<file path="src/rtl/bmdma_pkg.sv">
package bmdma_pkg;
   typedef enum logic [1:0] {
      SZ_BYTE = 2'd0,
      SZ_HALF = 2'd1,
      SZ_WORD = 2'd2,
      SZ_BAD  = 2'd3
   } acc_size_e;

   localparam logic [2:0] OFS_CMD  = 3'd0;
   localparam logic [2:0] OFS_STAT = 3'd2;
   localparam logic [2:0] OFS_PTR  = 3'd4;

   localparam int CMD_RUN_BIT  = 0;
   localparam int CMD_DIR_BIT  = 3;
   localparam int STAT_ACT_BIT = 0;
   localparam int STAT_ERR_BIT = 1;
   localparam int STAT_IRQ_BIT = 2;
   localparam int STAT_CAP_LO  = 5;
endpackage

</file>
<file path="src/rtl/bmdma_access_check.sv">
module bmdma_access_check
   import bmdma_pkg::*;
(
   input  logic       wr_en,
   input  logic       rd_en,
   input  logic [2:0] addr,
   input  logic [1:0] size,
   output logic       wr_cmd,
   output logic       wr_stat,
   output logic       wr_ptr,
   output logic       rd_ok,
   output logic       bad_acc
);
   acc_size_e sz;
   logic      aligned;

   always_comb begin
      sz = acc_size_e'(size);
      unique case (sz)
         SZ_BYTE: aligned = 1'b1;
         SZ_HALF: aligned = (addr[0] == 1'b0);
         SZ_WORD: aligned = (addr[1:0] == 2'b00);
         default: aligned = 1'b0;
      endcase
      wr_cmd  = wr_en && (addr == OFS_CMD)  && (sz == SZ_BYTE);
      wr_stat = wr_en && (addr == OFS_STAT) && (sz == SZ_BYTE);
      wr_ptr  = wr_en && (addr == OFS_PTR)  && (sz == SZ_WORD);
      rd_ok   = rd_en && aligned;
      bad_acc = (wr_en && !(wr_cmd || wr_stat || wr_ptr)) || (rd_en && !aligned);
   end
endmodule

</file>
<file path="src/rtl/bmdma_cmd_reg.sv">
module bmdma_cmd_reg #(
   parameter int PTR_W = 32
) (
   input  logic             clk,
   input  logic             rst_n,
   input  logic             wr,
   input  logic             wr_run,
   input  logic             wr_dir,
   input  logic             done,
   input  logic [PTR_W-1:0] ptr,
   output logic             run,
   output logic             dir,
   output logic             run_rise,
   output logic             run_fall,
   output logic             start_p,
   output logic             abort_p,
   output logic [PTR_W-1:0] start_ptr
);
   logic take;

   always_comb begin
      take     = wr && !done;
      run_rise = take && !run && wr_run;
      run_fall = take && run && !wr_run;
   end

   always_ff @(posedge clk) begin
      if (!rst_n) begin
         run       <= 1'b0;
         dir       <= 1'b0;
         start_p   <= 1'b0;
         abort_p   <= 1'b0;
         start_ptr <= '0;
      end else begin
         start_p <= run_rise;
         abort_p <= run_fall;
         if (run_rise) start_ptr <= ptr;
         if (done) begin
            run <= 1'b0;
         end else if (take) begin
            run <= wr_run;
            if (!run) dir <= wr_dir;
         end
      end
   end

   // direction frozen while running
   p_dir_hold_r5: assert property (@(posedge clk) disable iff (!rst_n)
      run |=> $stable(dir));
   // completion always stops the channel
   p_done_stops_r8: assert property (@(posedge clk) disable iff (!rst_n)
      done |=> (!run && !start_p));
   // a start pulse only follows a stopped channel
   p_start_from_idle_r3: assert property (@(posedge clk) disable iff (!rst_n)
      start_p |-> (run && !$past(run)));
endmodule

</file>
<file path="src/rtl/bmdma_stat_reg.sv">
module bmdma_stat_reg #(
   parameter logic [1:0] CAP_RST = 2'b11
) (
   input  logic       clk,
   input  logic       rst_n,
   input  logic       wr,
   input  logic       wr_err,
   input  logic       wr_irq,
   input  logic [1:0] wr_cap,
   input  logic       act_set,
   input  logic       act_clr,
   input  logic       done,
   input  logic       done_err,
   output logic       act,
   output logic       err,
   output logic       irq,
   output logic [1:0] cap
);
   always_ff @(posedge clk) begin
      if (!rst_n) begin
         act <= 1'b0;
         err <= 1'b0;
         irq <= 1'b0;
         cap <= CAP_RST;
      end else begin
         if (done || act_clr) act <= 1'b0;
         else if (act_set)    act <= 1'b1;

         if (done) irq <= 1'b1;
         else if (wr && wr_irq) irq <= 1'b0;

         if (done && done_err) err <= 1'b1;
         else if (wr && wr_err) err <= 1'b0;

         if (wr) cap <= wr_cap;
      end
   end

   // software never moves the active bit
   p_act_ro_r6: assert property (@(posedge clk) disable iff (!rst_n)
      (wr && !act_set && !act_clr && !done) |=> $stable(act));
   // writing zero keeps the interrupt flag
   p_irq_keep_r7: assert property (@(posedge clk) disable iff (!rst_n)
      (wr && !wr_irq && !done) |=> $stable(irq));
   // writing zero keeps the error flag
   p_err_keep_r7: assert property (@(posedge clk) disable iff (!rst_n)
      (wr && !wr_err && !done) |=> $stable(err));
endmodule

</file>
<file path="src/rtl/bmdma_chan_regs.sv">
module bmdma_chan_regs
   import bmdma_pkg::*;
#(
   parameter int         DATA_W    = 32,
   parameter int         PTR_ALIGN = 2,
   parameter logic [1:0] CAP_RST   = 2'b11,
   parameter bit         RDATA_REG = 1'b1
) (
   input  logic              clk,
   input  logic              rst_n,
   input  logic              reg_wr,
   input  logic              reg_rd,
   input  logic [2:0]        reg_addr,
   input  logic [1:0]        reg_size,
   input  logic [DATA_W-1:0] reg_wdata,
   output logic [DATA_W-1:0] reg_rdata,
   output logic              acc_err,
   output logic              dma_start,
   output logic              dma_abort,
   output logic [DATA_W-1:0] dma_desc_ptr,
   output logic              xfer_dir,
   input  logic              dma_done,
   input  logic              dma_done_err,
   output logic              irq_pend
);
   localparam int NBYTES    = DATA_W / 8;
   localparam int WIN_BYTES = 8;

   if (DATA_W != 32) begin : g_bad_width
      $error("bmdma_chan_regs: DATA_W must be 32");
   end
   if (PTR_ALIGN < 1 || PTR_ALIGN > 8) begin : g_bad_align
      $error("bmdma_chan_regs: PTR_ALIGN out of range");
   end

   logic wr_cmd, wr_stat, wr_ptr, rd_ok, bad_acc;
   logic run, dir, run_rise, run_fall;
   logic act, err, irq;
   logic [1:0] cap;
   logic [DATA_W-1:0] ptr_q;
   logic [DATA_W-1:0] rd_word;
   logic [7:0] win [WIN_BYTES];

   bmdma_access_check u_chk (
      .wr_en(reg_wr), .rd_en(reg_rd), .addr(reg_addr), .size(reg_size),
      .wr_cmd(wr_cmd), .wr_stat(wr_stat), .wr_ptr(wr_ptr),
      .rd_ok(rd_ok), .bad_acc(bad_acc)
   );

   bmdma_cmd_reg #(.PTR_W(DATA_W)) u_cmd (
      .clk(clk), .rst_n(rst_n), .wr(wr_cmd),
      .wr_run(reg_wdata[CMD_RUN_BIT]), .wr_dir(reg_wdata[CMD_DIR_BIT]),
      .done(dma_done), .ptr(ptr_q),
      .run(run), .dir(dir), .run_rise(run_rise), .run_fall(run_fall),
      .start_p(dma_start), .abort_p(dma_abort), .start_ptr(dma_desc_ptr)
   );

   bmdma_stat_reg #(.CAP_RST(CAP_RST)) u_stat (
      .clk(clk), .rst_n(rst_n), .wr(wr_stat),
      .wr_err(reg_wdata[STAT_ERR_BIT]), .wr_irq(reg_wdata[STAT_IRQ_BIT]),
      .wr_cap(reg_wdata[STAT_CAP_LO+1:STAT_CAP_LO]),
      .act_set(run_rise), .act_clr(run_fall),
      .done(dma_done), .done_err(dma_done_err),
      .act(act), .err(err), .irq(irq), .cap(cap)
   );

   always_ff @(posedge clk) begin
      if (!rst_n) begin
         ptr_q   <= '0;
         acc_err <= 1'b0;
      end else begin
         if (wr_ptr) ptr_q <= {reg_wdata[DATA_W-1:PTR_ALIGN], {PTR_ALIGN{1'b0}}};
         if (bad_acc) acc_err <= 1'b1;
      end
   end

   always_comb begin
      win[0] = '0;
      win[0][CMD_RUN_BIT] = run;
      win[0][CMD_DIR_BIT] = dir;
      win[1] = '0;
      win[2] = '0;
      win[2][STAT_ACT_BIT] = act;
      win[2][STAT_ERR_BIT] = err;
      win[2][STAT_IRQ_BIT] = irq;
      win[2][STAT_CAP_LO+1:STAT_CAP_LO] = cap;
      win[3] = '0;
      for (int j = 0; j < NBYTES; j++) win[4+j] = ptr_q[8*j +: 8];
   end

   always_comb begin
      int nb;
      unique case (acc_size_e'(reg_size))
         SZ_BYTE: nb = 1;
         SZ_HALF: nb = 2;
         SZ_WORD: nb = 4;
         default: nb = 0;
      endcase
      rd_word = '0;
      if (rd_ok) begin
         for (int k = 0; k < NBYTES; k++) begin
            if (k < nb) rd_word[8*k +: 8] = win[3'(reg_addr + 3'(k))];
         end
      end
   end

   if (RDATA_REG) begin : g_rd_reg
      always_ff @(posedge clk) begin
         if (!rst_n)      reg_rdata <= '0;
         else if (reg_rd) reg_rdata <= rd_word;
      end
   end else begin : g_rd_comb
      assign reg_rdata = rd_word;
   end

   assign xfer_dir = dir;
   assign irq_pend = irq;

   // error flag is sticky
   p_err_sticky_r9: assert property (@(posedge clk) disable iff (!rst_n)
      acc_err |=> acc_err);
   // a rejected write leaves the pointer alone
   p_bad_wr_keeps_ptr_r9: assert property (@(posedge clk) disable iff (!rst_n)
      (reg_wr && bad_acc) |=> $stable(ptr_q));
   // active status mirrors the command run bit
   p_act_tracks_run_r3: assert property (@(posedge clk) disable iff (!rst_n)
      act == run);
   // start and abort never together
   p_pulse_excl_r4: assert property (@(posedge clk) disable iff (!rst_n)
      $onehot0({dma_start, dma_abort}));
endmodule

</file>
<file path="config.mk">
export PLATFORM = sky130hd
export DESIGN_NAME = bmdma_chan_regs
export DESIGN_NICKNAME = d
export VERILOG_FILES = /design/src/rtl/bmdma_pkg.sv /design/src/rtl/bmdma_access_check.sv /design/src/rtl/bmdma_cmd_reg.sv /design/src/rtl/bmdma_stat_reg.sv /design/src/rtl/bmdma_chan_regs.sv
export SDC_FILE = /design/constraint.sdc
export NUM_CORES = 1
export LEC_CHECK = 0
export BUFFER_PORTS_ARGS = -buffer_cell sky130_fd_sc_hd__buf_2
export CAP_MARGIN = 20
export CORE_ASPECT_RATIO = 1.75
export CORE_MARGIN = 2
export CORE_UTILIZATION = 58
export CTS_BUF_LIST = sky130_fd_sc_hd__clkbuf_16
export DETAILED_ROUTE_END_ITERATION = 12
export GPL_ROUTABILITY_DRIVEN = 1
export GPL_TIMING_DRIVEN = 1
export HOLD_SLACK_MARGIN = 0.1
export PLACE_DENSITY = 0.95
export REMOVE_ABC_BUFFERS = 1
export SLEW_MARGIN = 15
export SYNTH_ARGS = -nofsm -noshare
export SYNTH_HDL_FRONTEND = slang
export SYNTH_SLANG_ARGS = --single-unit
</file>
<file path="constraint.sdc">
create_clock -name clk -period 6.2 [get_ports clk]
set_input_delay 1.24 -clock clk [delete_from_list [all_inputs] [get_ports clk]]
set_output_delay 1.24 -clock clk [all_outputs]
set_load 0.02 [all_outputs]
</file>
==> flow_summary.toml, run 1 <==
[power_and_ir_drop]
internal-power_uw = 1050
power_frac_clock_pct = 42.9
power.density_nw_per_um2 = 235
leakagePower_uw = 0.00235
power.switching_uw = 314
swShare_pct = 23.1
pwr-share-seq_pct = 48.7
p_comb_share_pct = 8.4
ir_drop_mv = 0.167
power.total_uw = 1360

[clocking]
cts_tree = "done"
htree_levels = 3
cts_buffer_depth = 2
cts_resized = 0
cts_sinks = 102
cts_buffers = 9
post_cts_buffers = 0
root_buffer = "clkbuf_16"
postCtsHoldBufs = 0
clk_pin_slew_ns = 0.06
clock_latency_ns = 0.34

[global_route]
grt_pass1_vias = 4540
grt_max_degree = 92
antenna_found_initial = 0
grt.total_usage_pct = 29.6
grt_overflow = 0
grt_pass1_wl_mm = 21.5

[route]
wl_per_cell_microns = 17.5
wirelength_mm = 13.8
drt-pass1-iter-count = 6
ant_nets = 0
drtIter0Drc = 322
via_per_inst = 6.00
drt_drc_violations_left = 0
dr_total_vias = 4726

[timing]
fmax_mhz = 259
finalSetupTns_ns = 0
skew_ns = 0.00408
maxSlewViolCount = 0
hold_ws_ns = 0.455
timing.final.crit_share_pct = 62.2
tightest_slew_ns = 1.15
setup_viol = 0
fin_crit_ns = 3.86
rsz0062_at_grt = "no"
hold_viol = 0
slew_headroom_pct = 23.1

[critical_path]
slowest_stage = "ha_1"
crit_required_ns = 6.44
crit_buf_inv = 3
cp.depth = 6
max_stage_delay_ns = 0.99
crit_type = "input pin to flip-flop"
endpoint_kind = "flip-flop"
start_kind = "input pin"
critical_path_peak_fanout = 25
critPathArrivalTime_ns = 4.10
crit_chain = "buf_2 -> inv_1 -> ha_1 -> clkinv_1 -> a311o_1 -> a41o_1"
crit_family = "buffers and inverters"
r2r_cells = 4

[finish]
utilization_pct = 69.7
drive_gt1_share_pct = 20.8
antenna_cells = 0
final_nets = 721
areaGrowthSynthToFinish_pct = 16.4
final_common_cell = "nand2_1"
final_cell_mix = "nand2_1, buf_2, dfxtp_1"

[floorplan]
dieArea_sq_um = 9370
core_area_sq_um = 8310
die_width_microns = 74.0
core.rowCount = 44
start_util_pct = 59.9
ios = 112
die_h_microns = 127

[placement]
routabilityCongestion = 0.921
io_buffers = 109
dp_hpwl_mm = 9.58

[synth]
synthFlopType = "dfxtp_1"
synth-seq-area-share_pct = 41.0
synth.area.top_cells = "dfxtp_1, nand2_1, mux2i_1"
synth_top_area_share_pct = 41.0
synth-edff-count = 0
async_reset_ff_share_pct = 0
netlist_instances = 587
yosysUniqueCellTypes = 52
ys_seq_elements = 102
synth_area_sq_um = 4980
yosysWarningCount = 0
yosys.area.top_type = "dfxtp_1"
avgSynthCellArea_sq_um = 8.48

[worst_hold_path]
hold_depth = 2
worstHoldPathType = "flip-flop to flip-flop"

[job]
maxCapViolations = 0

[outcome]
run_status = "finished clean"
## power groups by stage
stage          clock network [uW]  logic (uW)  registers, uW
2_1_floorplan                   0        55.7            679
3_3_place_gp                    0         108            678
3_5_place_dp                    0         111            678
4_1_cts                       587         112            663
5_1_grt                       612         123            663
6_report                      585         114            663
## final timing paths
check | startpoint | end | slack, ns
worst max-delay path | reg_addr[1] | reg_rdata[8] | 2.34
worst min-delay path | u_cmd.start_ptr[18] | u_cmd.start_ptr[18] | 0.46
worst min register to register | u_cmd.start_ptr[18] | u_cmd.start_ptr[18] | 0.46
worst max register to register | u_cmd.run | u_cmd.start_ptr[9] | 4.21
## worst reg2reg max path, delay by kind of cell (launching register included)
kind / cells / cell delay [ns]
AO/OA/AOI/OAI: 1 / 0.14
buffers and inverters: 1 / 0.37
flip-flops: 1 / 0.44
AND/OR/NAND/NOR: 2 / 0.98
## layout make-up
type | instances | area (sq um)
sequential | 102 | 2040
clock inverter | 6 | 78.8
inverter | 9 | 33.8
tap | 115 | 144
fill | 657 | 2520
timing repair buffer | 114 | 583
multi-input combinational | 433 | 2690
clock buffer | 9 | 225
## sequential cells by signal, indices dropped and copies added (netlist names)
register,count
u_stat.irq,1
acc_err,1
u_stat.err,1
reg_rdata,32
u_cmd.start_p,1
u_cmd.dir,1
u_stat.cap,2
u_cmd.abort_p,1
u_cmd.run,1
u_stat.act,1
u_cmd.start_ptr,30
ptr_q,30
## synth_stat cells, drive strengths merged (4+ instances only)
| cell type | count |
|---|---|
| nand2 | 148 |
| dfxtp | 102 |
| a21boi | 61 |
| o21ai | 30 |
| clkbuf | 26 |
| mux2i | 25 |
| nor2b | 20 |
| buf | 18 |
| nor2 | 16 |
| nor3 | 15 |
| nand3 | 10 |
| a21oi | 9 |
| ha | 9 |
| a31oi | 7 |
| inv | 7 |
| a32o | 6 |
| nand4 | 6 |
| a32oi | 4 |
| and4 | 4 |
| mux2 | 4 |
| mux4 | 4 |
| nand2b | 4 |
| nand3b | 4 |
| o211ai | 4 |
## layer usage
| metal | routed length (microns) | up-vias | global-route usage [%] | part of all wire, % |
|---|---|---|---|---|
| met5 | 0 | - | 0 | 0 |
| met4 | 560 | 0 | 16.3 | 4.1 |
| met3 | 735 | 41 | 5.00 | 5.3 |
| met2 | 7210 | 202 | 50.7 | 52 |
| met1 | 5280 | 2279 | 33.7 | 38 |
| li1 | - | 2204 | - | - |
## kinds of logic after synthesis
kind of cell	Yosys count	share of synthesized area, %
AND/OR/NAND/NOR	243	22.8
AO/OA/AOI/OAI	142	20.2
flip-flops	102	41.0
buffers and inverters	53	5.25
multiplexers	33	7.74
adder cells (fa/ha/maj)	9	2.26
XOR/XNOR	4	0.704
other	1	0.0753
## metrics by stage
| stage | std cells | setup slack, ns | cell area [sq um] |
|---|---|---|---|
| 2_1_floorplan | 544 | 2.61 | 4750 |
| 3_3_place_gp | 773 | 2.16 | 5490 |
| 3_5_place_dp | 773 | 2.05 | 5490 |
| 4_1_cts | 788 | 2.41 | 5800 |
| 5_1_grt | 788 | 2.13 | 5800 |
| 6_report | 788 | 2.34 | 5800 |
(Power assumes the default switching activity.)
==> run 2, diff against run 1 <==
--- a/config.mk
+++ b/config.mk
@@ -9,13 +9,13 @@
 export CAP_MARGIN = 20
 export CORE_ASPECT_RATIO = 1.75
 export CORE_MARGIN = 2
-export CORE_UTILIZATION = 58
+export CORE_UTILIZATION = 54
 export CTS_BUF_LIST = sky130_fd_sc_hd__clkbuf_16
 export DETAILED_ROUTE_END_ITERATION = 12
 export GPL_ROUTABILITY_DRIVEN = 1
 export GPL_TIMING_DRIVEN = 1
 export HOLD_SLACK_MARGIN = 0.1
-export PLACE_DENSITY = 0.95
+export PLACE_DENSITY = 0.9
 export REMOVE_ABC_BUFFERS = 1
 export SLEW_MARGIN = 15
 export SYNTH_ARGS = -nofsm -noshare
==> constraint.sdc (replaced) <==
create_clock -name clk -period 3.95 [get_ports clk]
set_input_delay 0.79 -clock clk [delete_from_list [all_inputs] [get_ports clk]]
set_output_delay 0.79 -clock clk [all_outputs]
set_load 0.02 [all_outputs]
==> run 2 against run 1 <==
  * First-iteration DRC count is 35% higher
  * Worst hold slack got worse by 0.0034 ns
  * Die area increased by 7.1%
  * Clock skew rose by 0.0037 ns
  * Highest routed layer unchanged
  * Power is 46% higher
  * Largest cell class unchanged
  * Wire length rose by 2.0%
  * Combinational power rose by 65%
  * Largest power group unchanged
  * Clock-buffer cell count unchanged
==> flow_summary.toml, run 2 (synthesis gave the netlist of run 1 again) <==
[outcome]
run_status = "finished clean"

[floorplan]
core.rowCount = 46
core_area_sq_um = 9040
dieArea_sq_um = 10000
die_h_microns = 131
die_width_microns = 76.6
ios = 112
start_util_pct = 55.1

[critical_path]
critical_path_peak_fanout = 16
ff2ff_setup_slack_ns = 2.36
r2r_cells = 3
crit_start = "reg_addr[0]"
r2r_end = "u_cmd.start_ptr[29]"
slowest_stage = "ha_1"
start_kind = "input pin"
critPathArrivalTime_ns = 2.91
max_stage_delay_ns = 0.67
crit_family = "buffers and inverters"
crit_buf_inv = 3
crit_required_ns = 4.17
crit_chain = "buf_2 -> clkinv_1 -> ha_1 -> buf_4 -> nor3_1 -> a2111oi_0 -> nor2_1"
endpoint_kind = "flip-flop"
r2r-start = "u_cmd.run"
crit_type = "input pin to flip-flop"

[clocking]
clk_pin_slew_ns = 0.07
postCtsHoldBufs = 0
cts_buffer_depth = 2
post_cts_buffers = 0
cts_resized = 0
cts_sinks = 102
cts_tree = "done"
cts_buffers = 9
htree_levels = 3
clock_latency_ns = 0.34
root_buffer = "clkbuf_16"

[route]
via_per_inst = 6.00
drt-pass1-iter-count = 5
wirelength_mm = 14.1
drt_drc_violations_left = 0
drtIter0Drc = 434
wl_per_cell_microns = 17.6
dr_total_vias = 4803
ant_nets = 0

[timing]
fmax_mhz = 372
setup_viol = 0
rsz0062_at_grt = "no"
finalWorstSetupSlack_ns = 1.26
slew_headroom_pct = 32.1
tightest_slew_ns = 1.01
timing.final.crit_share_pct = 68.1
hold_viol = 0
skew_ns = 0.00778
finalSetupTns_ns = 0
hold_ws_ns = 0.452
fin_crit_ns = 2.69
maxSlewViolCount = 0

[finish]
final_nets = 730
finalInstanceArea_sq_um = 5810
final_common_cell = "nand2_1"
drive_gt1_share_pct = 21.6
antenna_cells = 0
instances_no_fill = 800
reg_top3 = "reg_rdata: 32 flops, ptr_q: 30 flops, u_cmd.start_ptr: 30 flops"
final_cell_mix = "nand2_1, buf_2, dfxtp_1"
largest_reg_flops = 32
num-fill-cells = 770
largest-register = "reg_rdata"
areaGrowthSynthToFinish_pct = 16.7

[worst_hold_path]
worstHoldPathType = "flip-flop to flip-flop"
min_to = "u_cmd.start_ptr[7]"
hp-start = "u_cmd.start_ptr[7]"
hold_depth = 2

[global_route]
grt.total_usage_pct = 27.7
grt_overflow = 0
grt_pass1_vias = 4522
grt_pass1_wl_mm = 22.0
antenna_found_initial = 0
grt_max_degree = 49

[placement]
routabilityCongestion = 0.933
dp_hpwl_mm = 9.90
io_buffers = 109
post-place-ws_ns = 0.984
placed_area_sq_um = 5570
placed_cells = 787

[power_and_ir_drop]
power.density_nw_per_um2 = 343
ir_drop_mv = 0.230
leakagePower_uw = 0.00237

[job]
maxCapViolations = 0
==> run 2: tightest hold or removal path, stage by stage (launching register included) <==
cell      delay (ns)
dfxtp_1         0.31
nand2_1         0.05
a21boi_1        0.05
==> run 2: how the worst max path moves through the flow <==
stage | endpoint | slack [ns] | cells past startpoint
after floorplan | u_cmd.start_ptr[10] | 0.81 | 6
after global placement | reg_rdata[8] | 1.05 | 6
after detailed placement | reg_rdata[8] | 0.98 | 6
after CTS | reg_rdata[8] | 1.34 | 6
after global routing | reg_rdata[26] | 1.15 | 7
final | reg_rdata[26] | 1.26 | 7
==> run 2: layout make-up <==
type,count,area [sq um],share of cell area [%]
Clock inverter,4,18.8,0.323
Timing Repair Buffer,123,651,11.2
Inverter,9,33.8,0.581
Tap cell,120,150,2.58
Sequential cell,102,2040,35.1
Clock buffer,9,225,3.88
Multi-Input combinational cell,433,2690,46.3
==> run 2: routing by layer <==
layer	GRT usage, %	routed length [microns]	vias up
li1	-	-	2218
met1	31.0	5280	2268
met2	48.6	7180	249
met3	5.15	907	68
met4	17.4	695	0
met5	0	0	-
==> run 2: power breakdown <==
| part | switching (uW) | internal, uW | total [uW] |
|---|---|---|---|
| Combinational | 118 | 69.9 | 188 |
| Sequential | 6.70 | 1030 | 1040 |
| Clock | 356 | 410 | 765 |
==> run 2: through the flow <==
| step | total power [uW] | utilization, % |
|---|---|---|
| finish | 1990 | 64.3 |
| global route | 2060 | 64.3 |
| CTS | 1990 | 64.3 |
| detailed placement | 1250 | 61.6 |
| global placement | 1240 | 61.6 |
| floorplan | 1150 | - |
